==> config.mk <==
export PLATFORM = sky130hd
export DESIGN_NAME = port_led_stretch
export DESIGN_NICKNAME = d
export VERILOG_FILES = /design/src/rtl/port_led_pkg.sv /design/src/rtl/led_prescaler.sv /design/src/rtl/led_hold_timer.sv /design/src/rtl/port_led_stretch.sv
export SDC_FILE = /design/constraint.sdc
export NUM_CORES = 1
export LEC_CHECK = 0
export BUFFER_PORTS_ARGS = -buffer_cell sky130_fd_sc_hd__buf_4
export CORE_UTILIZATION = 35
export DETAILED_ROUTE_END_ITERATION = 10
export GPL_ROUTABILITY_DRIVEN = 0
export GPL_TIMING_DRIVEN = 0
export HOLD_SLACK_MARGIN = 0.03
export SLEW_MARGIN = 20
export SYNTH_ARGS = -nofsm -noshare
export SYNTH_HDL_FRONTEND = slang
export SYNTH_SLANG_ARGS = --single-unit
==> constraint.sdc <==
create_clock -name clk -period 4.5 [get_ports clk]
set_input_delay 0 -clock clk [delete_from_list [all_inputs] [get_ports clk]]
set_output_delay 0 -clock clk [all_outputs]
set_load 0.02 [all_outputs]
==> src/rtl/port_led_pkg.sv <==
package port_led_pkg;

    typedef enum logic [1:0] {
        ST_HIZ = 2'd0,
        ST_NEG = 2'd1,
        ST_PKT = 2'd2
    } led_state_t;

    localparam logic [1:0] SPD_NONE = 2'b00;

endpackage

==> src/rtl/led_prescaler.sv <==
module led_prescaler #(
    parameter int unsigned PRESCALE_NORM = 33750,
    parameter int unsigned PRESCALE_FAST = 4100
) (
    input  logic clk,
    input  logic rst_n,
    input  logic fast_mode,
    output logic tick
);
    localparam int unsigned MAXP = (PRESCALE_NORM > PRESCALE_FAST) ? PRESCALE_NORM : PRESCALE_FAST;
    localparam int unsigned CW   = $clog2(MAXP + 1);

    logic [CW-1:0] pcnt;
    logic [CW-1:0] limit_m1;

    always_comb begin
        limit_m1 = fast_mode ? CW'(PRESCALE_FAST - 1) : CW'(PRESCALE_NORM - 1);
        tick     = (pcnt >= limit_m1);
    end

    always_ff @(posedge clk) begin
        if (!rst_n)
            pcnt <= '0;
        else if (tick)
            pcnt <= '0;
        else
            pcnt <= pcnt + 1'b1;
    end
endmodule

==> src/rtl/led_hold_timer.sv <==
module led_hold_timer #(
    parameter int unsigned HOLD_TICKS = 2
) (
    input  logic clk,
    input  logic rst_n,
    input  logic start,
    input  logic tick,
    output logic expired
);
    localparam int unsigned TW = $clog2(HOLD_TICKS + 1);

    logic [TW-1:0] tcnt;

    assign expired = (tcnt == TW'(HOLD_TICKS));

    always_ff @(posedge clk) begin
        if (!rst_n)
            tcnt <= TW'(HOLD_TICKS);
        else if (start)
            tcnt <= '0;
        else if (tick && !expired)
            tcnt <= tcnt + 1'b1;
    end
endmodule

==> src/rtl/port_led_stretch.sv <==
module port_led_stretch
    import port_led_pkg::*;
#(
    parameter int unsigned PRESCALE_NORM = 33750,
    parameter int unsigned PRESCALE_FAST = 4100,
    parameter int unsigned HOLD_TICKS    = 2
) (
    input  logic       clk,
    input  logic       rst_n,
    input  logic [1:0] speed_code,
    input  logic       aneg_rx,
    input  logic       pkt_seen,
    input  logic       fast_mode,
    output logic       led_oe,
    output logic       led_dat
);
    led_state_t state, state_nx;
    logic       tick;
    logic       expired;
    logic       has_speed;
    logic       pkt_hit;
    logic       neg_hit;

    assign has_speed = (speed_code != SPD_NONE);
    assign pkt_hit   = has_speed && pkt_seen;
    assign neg_hit   = !has_speed && aneg_rx;

    led_prescaler #(
        .PRESCALE_NORM(PRESCALE_NORM),
        .PRESCALE_FAST(PRESCALE_FAST)
    ) u_pre (
        .clk      (clk),
        .rst_n    (rst_n),
        .fast_mode(fast_mode),
        .tick     (tick)
    );

    led_hold_timer #(
        .HOLD_TICKS(HOLD_TICKS)
    ) u_hold (
        .clk    (clk),
        .rst_n  (rst_n),
        .start  (pkt_hit),
        .tick   (tick),
        .expired(expired)
    );

    always_comb begin
        state_nx = state;
        unique case (state)
            ST_HIZ: begin
                if (pkt_hit)      state_nx = ST_PKT;
                else if (neg_hit) state_nx = ST_NEG;
            end
            ST_NEG: begin
                if (pkt_hit)       state_nx = ST_PKT;
                else if (!neg_hit) state_nx = ST_HIZ;
            end
            ST_PKT: begin
                if (!has_speed)   state_nx = aneg_rx ? ST_NEG : ST_HIZ;
                else if (pkt_hit) state_nx = ST_PKT;
                else if (expired) state_nx = ST_HIZ;
            end
            default: state_nx = ST_HIZ;
        endcase
    end

    always_ff @(posedge clk) begin
        if (!rst_n)
            state <= ST_HIZ;
        else
            state <= state_nx;
    end

    always_comb begin
        led_oe  = (state != ST_HIZ);
        led_dat = 1'b0;
    end
endmodule

After elaboration in Yosys (flattened, before gate mapping) --
Cells that the tools add are included.
Storage, ports and cells: bits in registers 20, output and inout bits 2, word-level logic and storage cells 38
Operators by class: add/subtract/negate cells 2, magnitude comparators 1, equal/unequal tests 6, mux-type cells 12, bitwise operators 1, reductions and logical operators 12
Operator list (count):
- two-way mux 2 bit | 9
- adder 16 x 1 -> 16 bit, second input constant | 1
- >= comparator 16 bit | 1
- two-way mux 16 bit | 1
- inequality test 3 bit, second input constant | 2
- one-hot mux 2 bit (3 select lines) | 1
- nonzero test 2 bit | 3
- == test 2 bit, second input constant | 2
- inequality test 4 x 3 -> 1 bit, second input constant | 1
- OR reduction 2 bit | 2
- logical AND 1 bit | 3
- AND reduction 3 bit | 1
- adder 2 x 1 -> 2 bit, second input constant | 1
- == test 2 x 1 -> 1 bit, second input constant | 1
- logical NOT 1 bit | 2
- logical NOT 2 bit | 1
- two-way mux 1 bit | 1
- inverter 1 bit | 1

Depth between registers and ports, before layout --
Gate-level depths: netlist (run 1).
depth in word-level cells 6, gate-level depth with buffers 8

Cells and area by module --
A second synthesis (run 1) with hierarchy kept.
Unflattened totals: cells, all modules 131, area total of the unflattened synthesis 1212.4 sq um
Modules (own cells, without submodules):
- led_prescaler | times used 1, cells each 103, area each 953.4 sq um, sequential area each 320.3 sq um
- port_led_stretch | times used 1, cells each 19, area each 143.9 sq um, sequential area each 40.0 sq um
- led_hold_timer | times used 1, cells each 9, area each 115.1 sq um, sequential area each 40.0 sq um

Least setup slack after synthesis (run 1) --
No wires, ideal clock.
kind flip-flop to flip-flop, start reg u_pre.pcnt[9], end reg u_pre.pcnt[8], arrival time 1.622 ns, slack 2.814 ns, cell stages (with the launch flop) 8, buffers on the path 1, path through dfxtp_1 > ha_1 > a2111oi_2 > o21ai_0 > a21oi_2 > nand3_2 > buf_6 > nor2_1
Between the ends: cells in the longest elaborated chain, start to end 2
Ends and longest elaborated chain:
- start: declaration | RTL line led_prescaler.sv:13 | logic [CW-1:0] pcnt;
- start signal: assignment | RTL line led_prescaler.sv:27 | pcnt <= pcnt + 1'b1;
- >= comparator 16 bit | RTL line led_prescaler.sv:18 | tick = (pcnt >= limit_m1);
- OR reduction 2 bit (no line)
No other way between the ends. A chain may end at the register's enable or synchronous reset.

Worst setup path after layout (run 1) --
start reg u_pre.pcnt[2], end reg u_pre.pcnt[13]
Between the ends: cells in the longest elaborated chain, start to end 2
Ends and longest elaborated chain (RTL line):
- >= comparator 16 bit | led_prescaler.sv:18
- OR reduction 2 bit (no line)
Parallel ways exist; a longest one is shown, timed or not.

==> summary.md, run 1 <==
| Metric | Value |
|---|---|
| Nature of the critical path endpoint | flop |
| Y dimension of the die | 58.4 um |
| Post-synthesis sequential area ratio | 36.0% |
| Sum of negative setup slack | 0 ns |
| Wire per inst | ~11 um |
| Remaining antenna violation count | 0 |
| Clock transition at the registers of the reported paths | 0.11 ns |
| Worst Path Arrival | 2.20 ns |
| Period utilization | 43.5% |
| TritonCTS sink count | 20 |
| Slew Limit Fails | 0 |
| Number of vias after detailed routing | about 870 |
| Total Die Area | about 3400 um2 |
| Number of nets produced by synthesis | 144 |
| Drt first-iter violations | 33 |
| Max-capacitance violation count | 0 |
| Pre-CTS setup slack | roughly 2.5 ns |
| Yosys reg bits | 20 |
| Worst Hold Path Cells | 4 |
| Maximum number of pins on one net before global-route repair | 11 |
| # H-tree levels | 1 |
| Routed via count divided by cell count | 4.79 |
| Total congestion overflow | 0 |
| Per-instance average area after synthesis | a little under 9 um2 |
| Biggest cell delay along the critical path | 0.44 ns |
| Worst-path maximum fanout | 10 |
| Worst supply voltage drop on vdd | 0.134 mV |
| Count of endpoints failing setup in the final report | 0 |
| Synth Instances | roughly 130 |
| Worst Slack Setup Final | 2.54 ns |
| Clock skew after layout | 0.00222 ns |
| Critical-path top delay cell | sky130_fd_sc_hd__dfxtp_1 |
| Number of rows in the core area | 20 |
| Number of resized instances in the post-cts repair step | 0 |
| Critical Path Source Type | flop |
| Final nets | 158 |
| Wire length of the first global-routing pass | 3.48 mm |
| Power density of the placed cells | between 200 and 250 nW/um2 |
| Clock Latency Late Sink | 0.29 ns |
| Initial antenna violation count | 0 |
| Summed instance area of the synthesized netlist | between 1000 and 1500 um2 |
| Leakage component of the power | 0.504 nW |
| Unrepaired setup endpoints after global routing | false |
| Actual transition at the worst max-transition pin | 0.518 ns |
| Total GRT Usage | 13.3% |
| Total of warnings raised by yosys | 0 |
| Highest clock frequency the design can meet | 511 MHz |
| Clock tree from TritonCTS | done |
| Boundary pin count | 9 |
| Reg-to-reg setup timing slack | 2.54 ns |
| Maximum count of clock buffers along a single path | 2 |
| Count of distinct cell types in the synthesized netlist | 32 |
| Length in cells of the worst reg-to-reg path | 7 |
| Final count of hold timing violations | 0 |
| Clock buffers created by TritonCTS | 3 |
| WS Path Type | reg -> reg |
| Area overhead of the layout relative to synthesis | 13.5% |
| Wire length reported by the detailed router | 1.96 mm |
| Number of global-route vias before repair | roughly 840 |
| Fraction of final layout cells with drive strength greater than 1 | between 10 and 15% |
| Result of the run | complete, no violations |
| Final period demand of the worst path | 1.96 ns |
| Cell at the root of the clock tree | sky130_fd_sc_hd__clkbuf_4 |
| Data required, critical path | 4.74 ns |
| DRC Markers | 0 |
| Initial DRT Pass Iterations | 2 |
| Cells traversed along the worst timing path | ha_1 > a211oi_1 > a21oi_1 > o31ai_2 > nand3_2 > buf_6 > nor2_1 |
| Class of the tightest hold or removal check | in -> reg |
| Initial cell density of the core | a little under two fifths |
| Input/output buffers | 7 |
| Detailed-placement wirelength estimate | 1.53 mm |
| Antenna cells | 0 |
| Relative slew slack | 65.1% |
| Die width | 58.4 um |
| Area of the core | slightly above 3000 um2 |
routing by layer:
| layer | track usage (%) | wire length, um |
|---|---|---|
| met4 | 7.14 | 41 |
| met3 | 1.98 | 42 |
| met1 | 16.1 | 955 |
| met2 | 22.8 | 925 |
| met5 | 0 | 0 |
cell families (layout without fill, tap and decap cells):
family | Yosys count | after routing | share of synthesized area [%]
AND/OR/NAND/NOR | 54 | 54 | 23.9
flip-flops | 20 | 20 | 36.0
AO/OA/AOI/OAI | 16 | 16 | 10.9
XOR/XNOR | 14 | 14 | 11.0
adder cells (fa/ha/maj) | 11 | 11 | 12.4
buffers and inverters | 8 | 20 | 3.71
multiplexers | 2 | 2 | 1.80
other | 1 | 1 | 0.337
metrics by stage:
step / total power (W) / instances / cell area, um2 / hold WS (ns) / util [%]
final: 0.000302 / 182 / 1260 / 0.0963 / 41.7
after global routing: 0.000320 / 182 / 1260 / 0.112 / 41.7
after CTS: 0.000307 / 182 / 1260 / 0.0810 / 41.7
after detailed placement: 0.000222 / 177 / 1220 / 0.283 / 40.3
after global placement: 0.000221 / 177 / 1220 / 0.287 / 40.3
after floorplan: 0.000209 / 126 / 1110 / 0.116 / -
flip-flops by register name (all words and copies together) (netlist names):
name and count:
u_pre.pcnt 16, u_hold.tcnt 2, state 2
worst max-delay path, delay by kind of cell (launching register included):
kind / cells / cell delay [ns]
adder cells (fa/ha/maj): 1 / 0.29
AO/OA/AOI/OAI: 3 / 0.63
flip-flops: 1 / 0.44
buffers and inverters: 1 / 0.21
AND/OR/NAND/NOR: 2 / 0.33
final timing paths:
kind,end,start
max,u_pre.pcnt[13]$_SDFF_PP0_,u_pre.pcnt[2]$_SDFF_PP0_
max reg2reg,u_pre.pcnt[13]$_SDFF_PP0_,u_pre.pcnt[2]$_SDFF_PP0_
min reg2reg,u_pre.pcnt[0]$_SDFF_PP0_,u_pre.pcnt[0]$_SDFF_PP0_
min,state[1]$_SDFFE_PN0P_,pkt_seen
layout make-up:
cell class / count / area, um2
plain buffers: 2 / 18.8
clock buffers: 3 / 22.5
fillers: 309 / 1760
inverters: 6 / 22.5
multi-input cells: 98 / 672
flip-flops and latches: 20 / 400
well taps: 44 / 55.1
repair buffers: 9 / 72.6
power breakdown:
group          internal (W)  leakage (nW)  switching, W
clock network     0.0000312        0.0138     0.0000523
logic             0.0000160         0.328     0.0000178
registers          0.000181         0.162    0.00000395
total              0.000228         0.504     0.0000740
repair_timing:
item | in CTS | in global routing
hold buffers | 2 | 0
endpoints found under the setup margin | 0 | 0
buffers inserted | 0 | 0
endpoints found under the hold margin | 3 | 0
cell usage after synthesis:
cell                         n  area share (%)
sky130_fd_sc_hd__nand4_1     3             1.7
sky130_fd_sc_hd__ha_1       11              12
sky130_fd_sc_hd__nand3_1     9             4.0
sky130_fd_sc_hd__nor3_1      3             1.3
sky130_fd_sc_hd__a2111oi_2   1             1.3
sky130_fd_sc_hd__nand4b_1    1            0.79
sky130_fd_sc_hd__nand2_1     7             2.4
sky130_fd_sc_hd__a21boi_0    3             2.0
sky130_fd_sc_hd__a211oi_1    1            0.67
sky130_fd_sc_hd__dfxtp_1    20              36
sky130_fd_sc_hd__xnor2_1     6             4.7
sky130_fd_sc_hd__buf_6       1             1.0
sky130_fd_sc_hd__nand3_2     1            0.90
sky130_fd_sc_hd__nand2b_1    1            0.56
sky130_fd_sc_hd__buf_4       1            0.67
sky130_fd_sc_hd__o31ai_2     1             1.1
sky130_fd_sc_hd__and3_1      1            0.56
sky130_fd_sc_hd__or4_1       1            0.67
sky130_fd_sc_hd__and3_2      1            0.67
sky130_fd_sc_hd__a21oi_1     2            0.90
sky130_fd_sc_hd__o31ai_1     1            0.67
sky130_fd_sc_hd__and4_1      2             1.6
sky130_fd_sc_hd__inv_1       6             2.0
sky130_fd_sc_hd__or2_2       1            0.56
sky130_fd_sc_hd__o2111ai_1   1            0.79
sky130_fd_sc_hd__mux2i_1     2             1.8
sky130_fd_sc_hd__conb_1      1            0.34
sky130_fd_sc_hd__xor2_1      8             6.3
sky130_fd_sc_hd__nor2b_1     2             1.1
sky130_fd_sc_hd__o21ai_0     4             1.8
sky130_fd_sc_hd__nor2_1     21             7.1
sky130_fd_sc_hd__a21oi_2     2             1.6
cell usage in the layout (no fill, tap or decap), drive strengths merged, types with 2 or more instances in the layout:
| cell type | count |
|---|---|
| o21ai | 4 |
| ha | 11 |
| and4 | 2 |
| a21oi | 4 |
| dlygate4sd3 | 2 |
| a21boi | 3 |
| nand2 | 7 |
| nand4 | 3 |
| buf | 9 |
| dfxtp | 20 |
| nand3 | 10 |
| xnor2 | 6 |
| inv | 6 |
| nor2b | 2 |
| and3 | 2 |
| o31ai | 2 |
| clkbuf | 3 |
| nor3 | 3 |
| xor2 | 8 |
| nor2 | 21 |
| mux2i | 2 |
No activity file was read; power rests on OpenSTA's default activity.
==> run 2, diff against run 1 <==
--- a/config.mk
+++ b/config.mk
@@ -5,6 +5,7 @@
 export SDC_FILE = /design/constraint.sdc
 export NUM_CORES = 1
 export LEC_CHECK = 0
+export ABC_AREA = 1
 export BUFFER_PORTS_ARGS = -buffer_cell sky130_fd_sc_hd__buf_4
 export CORE_UTILIZATION = 35
 export DETAILED_ROUTE_END_ITERATION = 10
==> constraint.sdc (replaced) <==
create_clock -name clk -period 1.8 [get_ports clk]
set_input_delay 0 -clock clk [delete_from_list [all_inputs] [get_ports clk]]
set_output_delay 0 -clock clk [all_outputs]
set_load 0.02 [all_outputs]
==> summary.md, run 2 <==
| Metric | Value |
|---|---|
| Synth Instances | 170 (was 126) |
| Power density of the placed cells | 576 nW/um2 (was 239 nW/um2) |
| WS Path Type | reg -> reg (unchanged) |
| Routed via count divided by cell count | 4.74 (was 4.79) |
| Wire length of the first global-routing pass | 4.35 mm (was 3.48 mm) |
| Count of distinct cell types in the synthesized netlist | 25 (was 32) |
| Pre-CTS setup slack | 0.0823 ns (was 2.53 ns) |
| Wire length on met1 | 1.17 mm (was 955 um) |
| Cell taking the most area after synthesis | sky130_fd_sc_hd__dfxtp_1 (unchanged) |
| Fraction of final layout cells with drive strength greater than 1 | 16.7% (was 13.8%) |
| Final core utilization | 42.9% (was 41.7%) |
| Portion of synthesized cell area occupied by the leading cell type | 32.2% (was 36.0%) |
| Clock transition at the registers of the reported paths | 0.13 ns (was 0.11 ns) |
| Number of rows in the core area | 21 (was 20) |
| Combinational Power Share | 11.9% (was 11.2%) |
| DRC Markers | 0 (unchanged) |
| Final count of hold timing violations | 0 (unchanged) |
| Detailed route wirelength on metal2 | 1.35 mm (was 925 um) |
| TritonCTS sink count | 20 (unchanged) |
| Antenna cells | 0 (unchanged) |
| Commonest non-fill, non-tap cell in the layout | sky130_fd_sc_hd__nand2_1 (was sky130_fd_sc_hd__nor2_1) |
| Highest clock frequency the design can meet | 622 MHz (was 511 MHz) |
| Switching Share | 25.2% (was 24.5%) |
| Commonest non-fill, non-tap cells in the layout | 33 x sky130_fd_sc_hd__nand2_1, 23 x sky130_fd_sc_hd__nor2_1, 21 x sky130_fd_sc_hd__inv_1 (was 21 x sky130_fd_sc_hd__nor2_1, 20 x sky130_fd_sc_hd__dfxtp_1, 11 x sky130_fd_sc_hd__ha_1) |
| # H-tree levels | 1 (unchanged) |
| Sum of negative setup slack | 0 ns (unchanged) |
| Die width | 61.6 um (was 58.4 um) |
| Input/output buffers | 7 (unchanged) |
| Final nets | 205 (was 158) |
| Period utilization | 89.3% (was 43.5%) |
| Summed instance area of the synthesized netlist | 1240 um2 (was 1110 um2) |
| FFs w/ async S/R, synth | 0% (unchanged) |
| Initial cell density of the core | 37.0% (was 36.8%) |
| Clock Latency Late Sink | 0.31 ns (was 0.29 ns) |
| Clock tree from TritonCTS | done (unchanged) |
| Max FFs per register | 16 (unchanged) |
| Number of global-route vias before repair | 1,051 (was 838) |
| Number of synthesized flops with an enable pin | 0 (unchanged) |
| Critical Path Source Type | flop (unchanged) |
| Number of vias after detailed routing | 1,100 (was 872) |
| Clock skew after layout | 0.0106 ns (was 0.00222 ns) |
| Worst Path Arrival | 1.86 ns (was 2.20 ns) |
| Total Die Area | 3800 um2 (was 3410 um2) |
| Maximum number of pins on one net before global-route repair | 12 (was 11) |
| Top metal layer carrying routed signals | met4 (unchanged) |
| Ranking of synthesized cells by instance count | 33 x sky130_fd_sc_hd__nand2_1, 23 x sky130_fd_sc_hd__nor2_1, 21 x sky130_fd_sc_hd__inv_1 (was 21 x sky130_fd_sc_hd__nor2_1, 20 x sky130_fd_sc_hd__dfxtp_1, 11 x sky130_fd_sc_hd__ha_1) |
| Initial DRT Pass Iterations | 4 (was 2) |
| Total GRT Usage | 15.7% (was 13.3%) |
| Clock buffers created by TritonCTS | 3 (unchanged) |
| Initial antenna violation count | 0 (unchanged) |
| Yosys reg bits | 20 (unchanged) |
| Worst-path maximum fanout | 10 (unchanged) |
| Slew Limit Fails | 0 (unchanged) |
| Total congestion overflow | 0 (unchanged) |
| Maximum count of clock buffers along a single path | 2 (unchanged) |
| Int Power | 0.000622 W (was 0.000228 W) |
| Class of the tightest hold or removal check | in -> reg (unchanged) |
| Main flop type after synthesis | sky130_fd_sc_hd__dfxtp_1 (unchanged) |
| Area overhead of the layout relative to synthesis | 16.0% (was 13.5%) |
| Fraction of power consumed by the clock network | 32.6% (was 27.6%) |
| Post-CTS setup buffer count | 0 (unchanged) |
| Count of endpoints failing setup in the final report | 0 (unchanged) |
| Total of warnings raised by yosys | 0 (unchanged) |
| Area contributors post-synth | sky130_fd_sc_hd__dfxtp_1 32%, sky130_fd_sc_hd__ha_1 11%, sky130_fd_sc_hd__nand2_1 10%, sky130_fd_sc_hd__nor2_1 6.9%, sky130_fd_sc_hd__inv_1 6.3% (was sky130_fd_sc_hd__dfxtp_1 36%, sky130_fd_sc_hd__ha_1 12%, sky130_fd_sc_hd__nor2_1 7.1%, sky130_fd_sc_hd__xor2_1 6.3%, sky130_fd_sc_hd__xnor2_1 4.7%) |
| Leakage component of the power | 0.616 nW (was 0.504 nW) |
| Per-instance average area after synthesis | 7.32 um2 (was 8.84 um2) |
| Net switching component of the power | 0.000210 W (was 0.0000740 W) |
| Routed length on met3 | 54 um (was 42 um) |
| Data required, critical path | 2.06 ns (was 4.74 ns) |
| Drt first-iter violations | 29 (was 33) |
| Final period demand of the worst path | 1.61 ns (was 1.96 ns) |
| Wire length reported by the detailed router | 2.60 mm (was 1.96 mm) |
| Result of the run | complete, no violations (unchanged) |
| Area of the core | 3360 um2 (was 3030 um2) |
| Detailed-placement wirelength estimate | 2.03 mm (was 1.53 mm) |
| Register bank with the most flops | u_pre.pcnt (unchanged) |
| Wire per inst | 11.2 um (was 10.8 um) |
| WHS | 0.140 ns (was 0.0963 ns) |
| Remaining antenna violation count | 0 (unchanged) |
| Worst Slack Setup Final | 0.192 ns (was 2.54 ns) |
| Unrepaired setup endpoints after global routing | false (unchanged) |
| Most repeated cell in the gate-level netlist after synthesis | sky130_fd_sc_hd__nand2_1 (was sky130_fd_sc_hd__nor2_1) |
| Y dimension of the die | 61.6 um (was 58.4 um) |
| Sequential share of power | 55.5% (was 61.2%) |
| Max-capacitance violation count | 0 (unchanged) |
| Biggest regs | u_pre.pcnt x16, state x2, u_hold.tcnt x2 (unchanged) |
| Worst supply voltage drop on vdd | 0.275 mV (was 0.134 mV) |
| Boundary pin count | 9 (unchanged) |
| Post-synthesis sequential area ratio | 32.2% (was 36.0%) |
| Cell at the root of the clock tree | sky130_fd_sc_hd__clkbuf_4 (unchanged) |
| Nature of the critical path endpoint | flop (unchanged) |
| Number of nets produced by synthesis | 188 (was 144) |
## run 2: cell count changes after synthesis, sizes merged, moves of 3 or more
cell    before  now
a21boi       3    0
a21oi        4    8
inv          6   23
nand2        7   33
nand3       10   14
nand4        3    7
nor2        21   29
nor3         3    8
nor3b        0    4
o21ai        4    1
xor2         8    2
## run 2: what timing repair did
action,4_1_cts,5_1_grt
endpoints found under the hold margin,4,0
hold buffers,5,0
resized for setup,0,2
setup endpoints to repair,0,11
## run 2: path summary, 6_finish.rpt
path,startpoint,end,slack (ns),cells after the start
setup / recovery,u_pre.pcnt[9]$_SDFF_PP0_,u_pre.pcnt[11]$_SDFF_PP0_,0.19,9
hold / removal,speed_code[1],state[0]$_SDFFE_PN0P_,0.14,6
setup reg to reg,u_pre.pcnt[9]$_SDFF_PP0_,u_pre.pcnt[11]$_SDFF_PP0_,0.19,9
hold reg to reg,u_hold.tcnt[0]$_SDFFE_PP0P_,u_hold.tcnt[0]$_SDFFE_PP0P_,0.47,2
## run 2: kinds of logic (layout without fill, tap and decap cells)
logic type | Yosys count | after routing | synth area share, %
compound gates | 12 | 12 | 5.94
simple gates | 95 | 95 | 37.8
other cells | 1 | 1 | 0.302
buf+inv | 25 | 41 | 8.45
xor+xnor | 6 | 6 | 4.23
flops | 20 | 20 | 32.2
fa+ha+maj | 11 | 11 | 11.1
## run 2: power groups by stage
stage	sequential, W	combinational (W)	clock, W
2_1_floorplan	0.000469	0.0000594	0
3_3_place_gp	0.000471	0.0000854	0
3_5_place_dp	0.000471	0.0000902	0
4_1_cts	0.000461	0.0000991	0.000279
5_1_grt	0.000463	0.000115	0.000304
6_report	0.000461	0.0000987	0.000271
## run 2: metal layers
layer,GRT usage [%],up-vias
li1,-,587
met5,0,-
met2,29.2,8
met3,2.52,4
met1,18.0,501
met4,5.71,0
## run 2: metrics by stage
step / std cells / power (W) / instance area (um2)
finish: 232 / 0.000831 / 1440
floorplan: 170 / 0.000528 / 1240
detailed placement: 223 / 0.000561 / 1350
global route: 232 / 0.000882 / 1440
CTS: 232 / 0.000839 / 1440
global placement: 223 / 0.000556 / 1350
## run 2: final cells by class
cell class	count	area (um2)
timing repair buffer	12	103
sequential	20	403
clock buffer	4	36.3
tap	46	57.6
buffer	2	18.8
multi-input combinational	125	738
inverter	23	86.3
fill	376	1920
## run 2: worst max-delay path, cell delays in order (launching register included)
cell and delay (ns):
sky130_fd_sc_hd__dfxtp_2 0.43, sky130_fd_sc_hd__ha_1 0.27, sky130_fd_sc_hd__a21oi_1 0.13, sky130_fd_sc_hd__nand2_1 0.07, sky130_fd_sc_hd__nand2_1 0.07, sky130_fd_sc_hd__nand2_1 0.05
sky130_fd_sc_hd__inv_1 0.11, sky130_fd_sc_hd__nand3_4 0.15, sky130_fd_sc_hd__buf_6 0.18, sky130_fd_sc_hd__a21oi_2 0.11
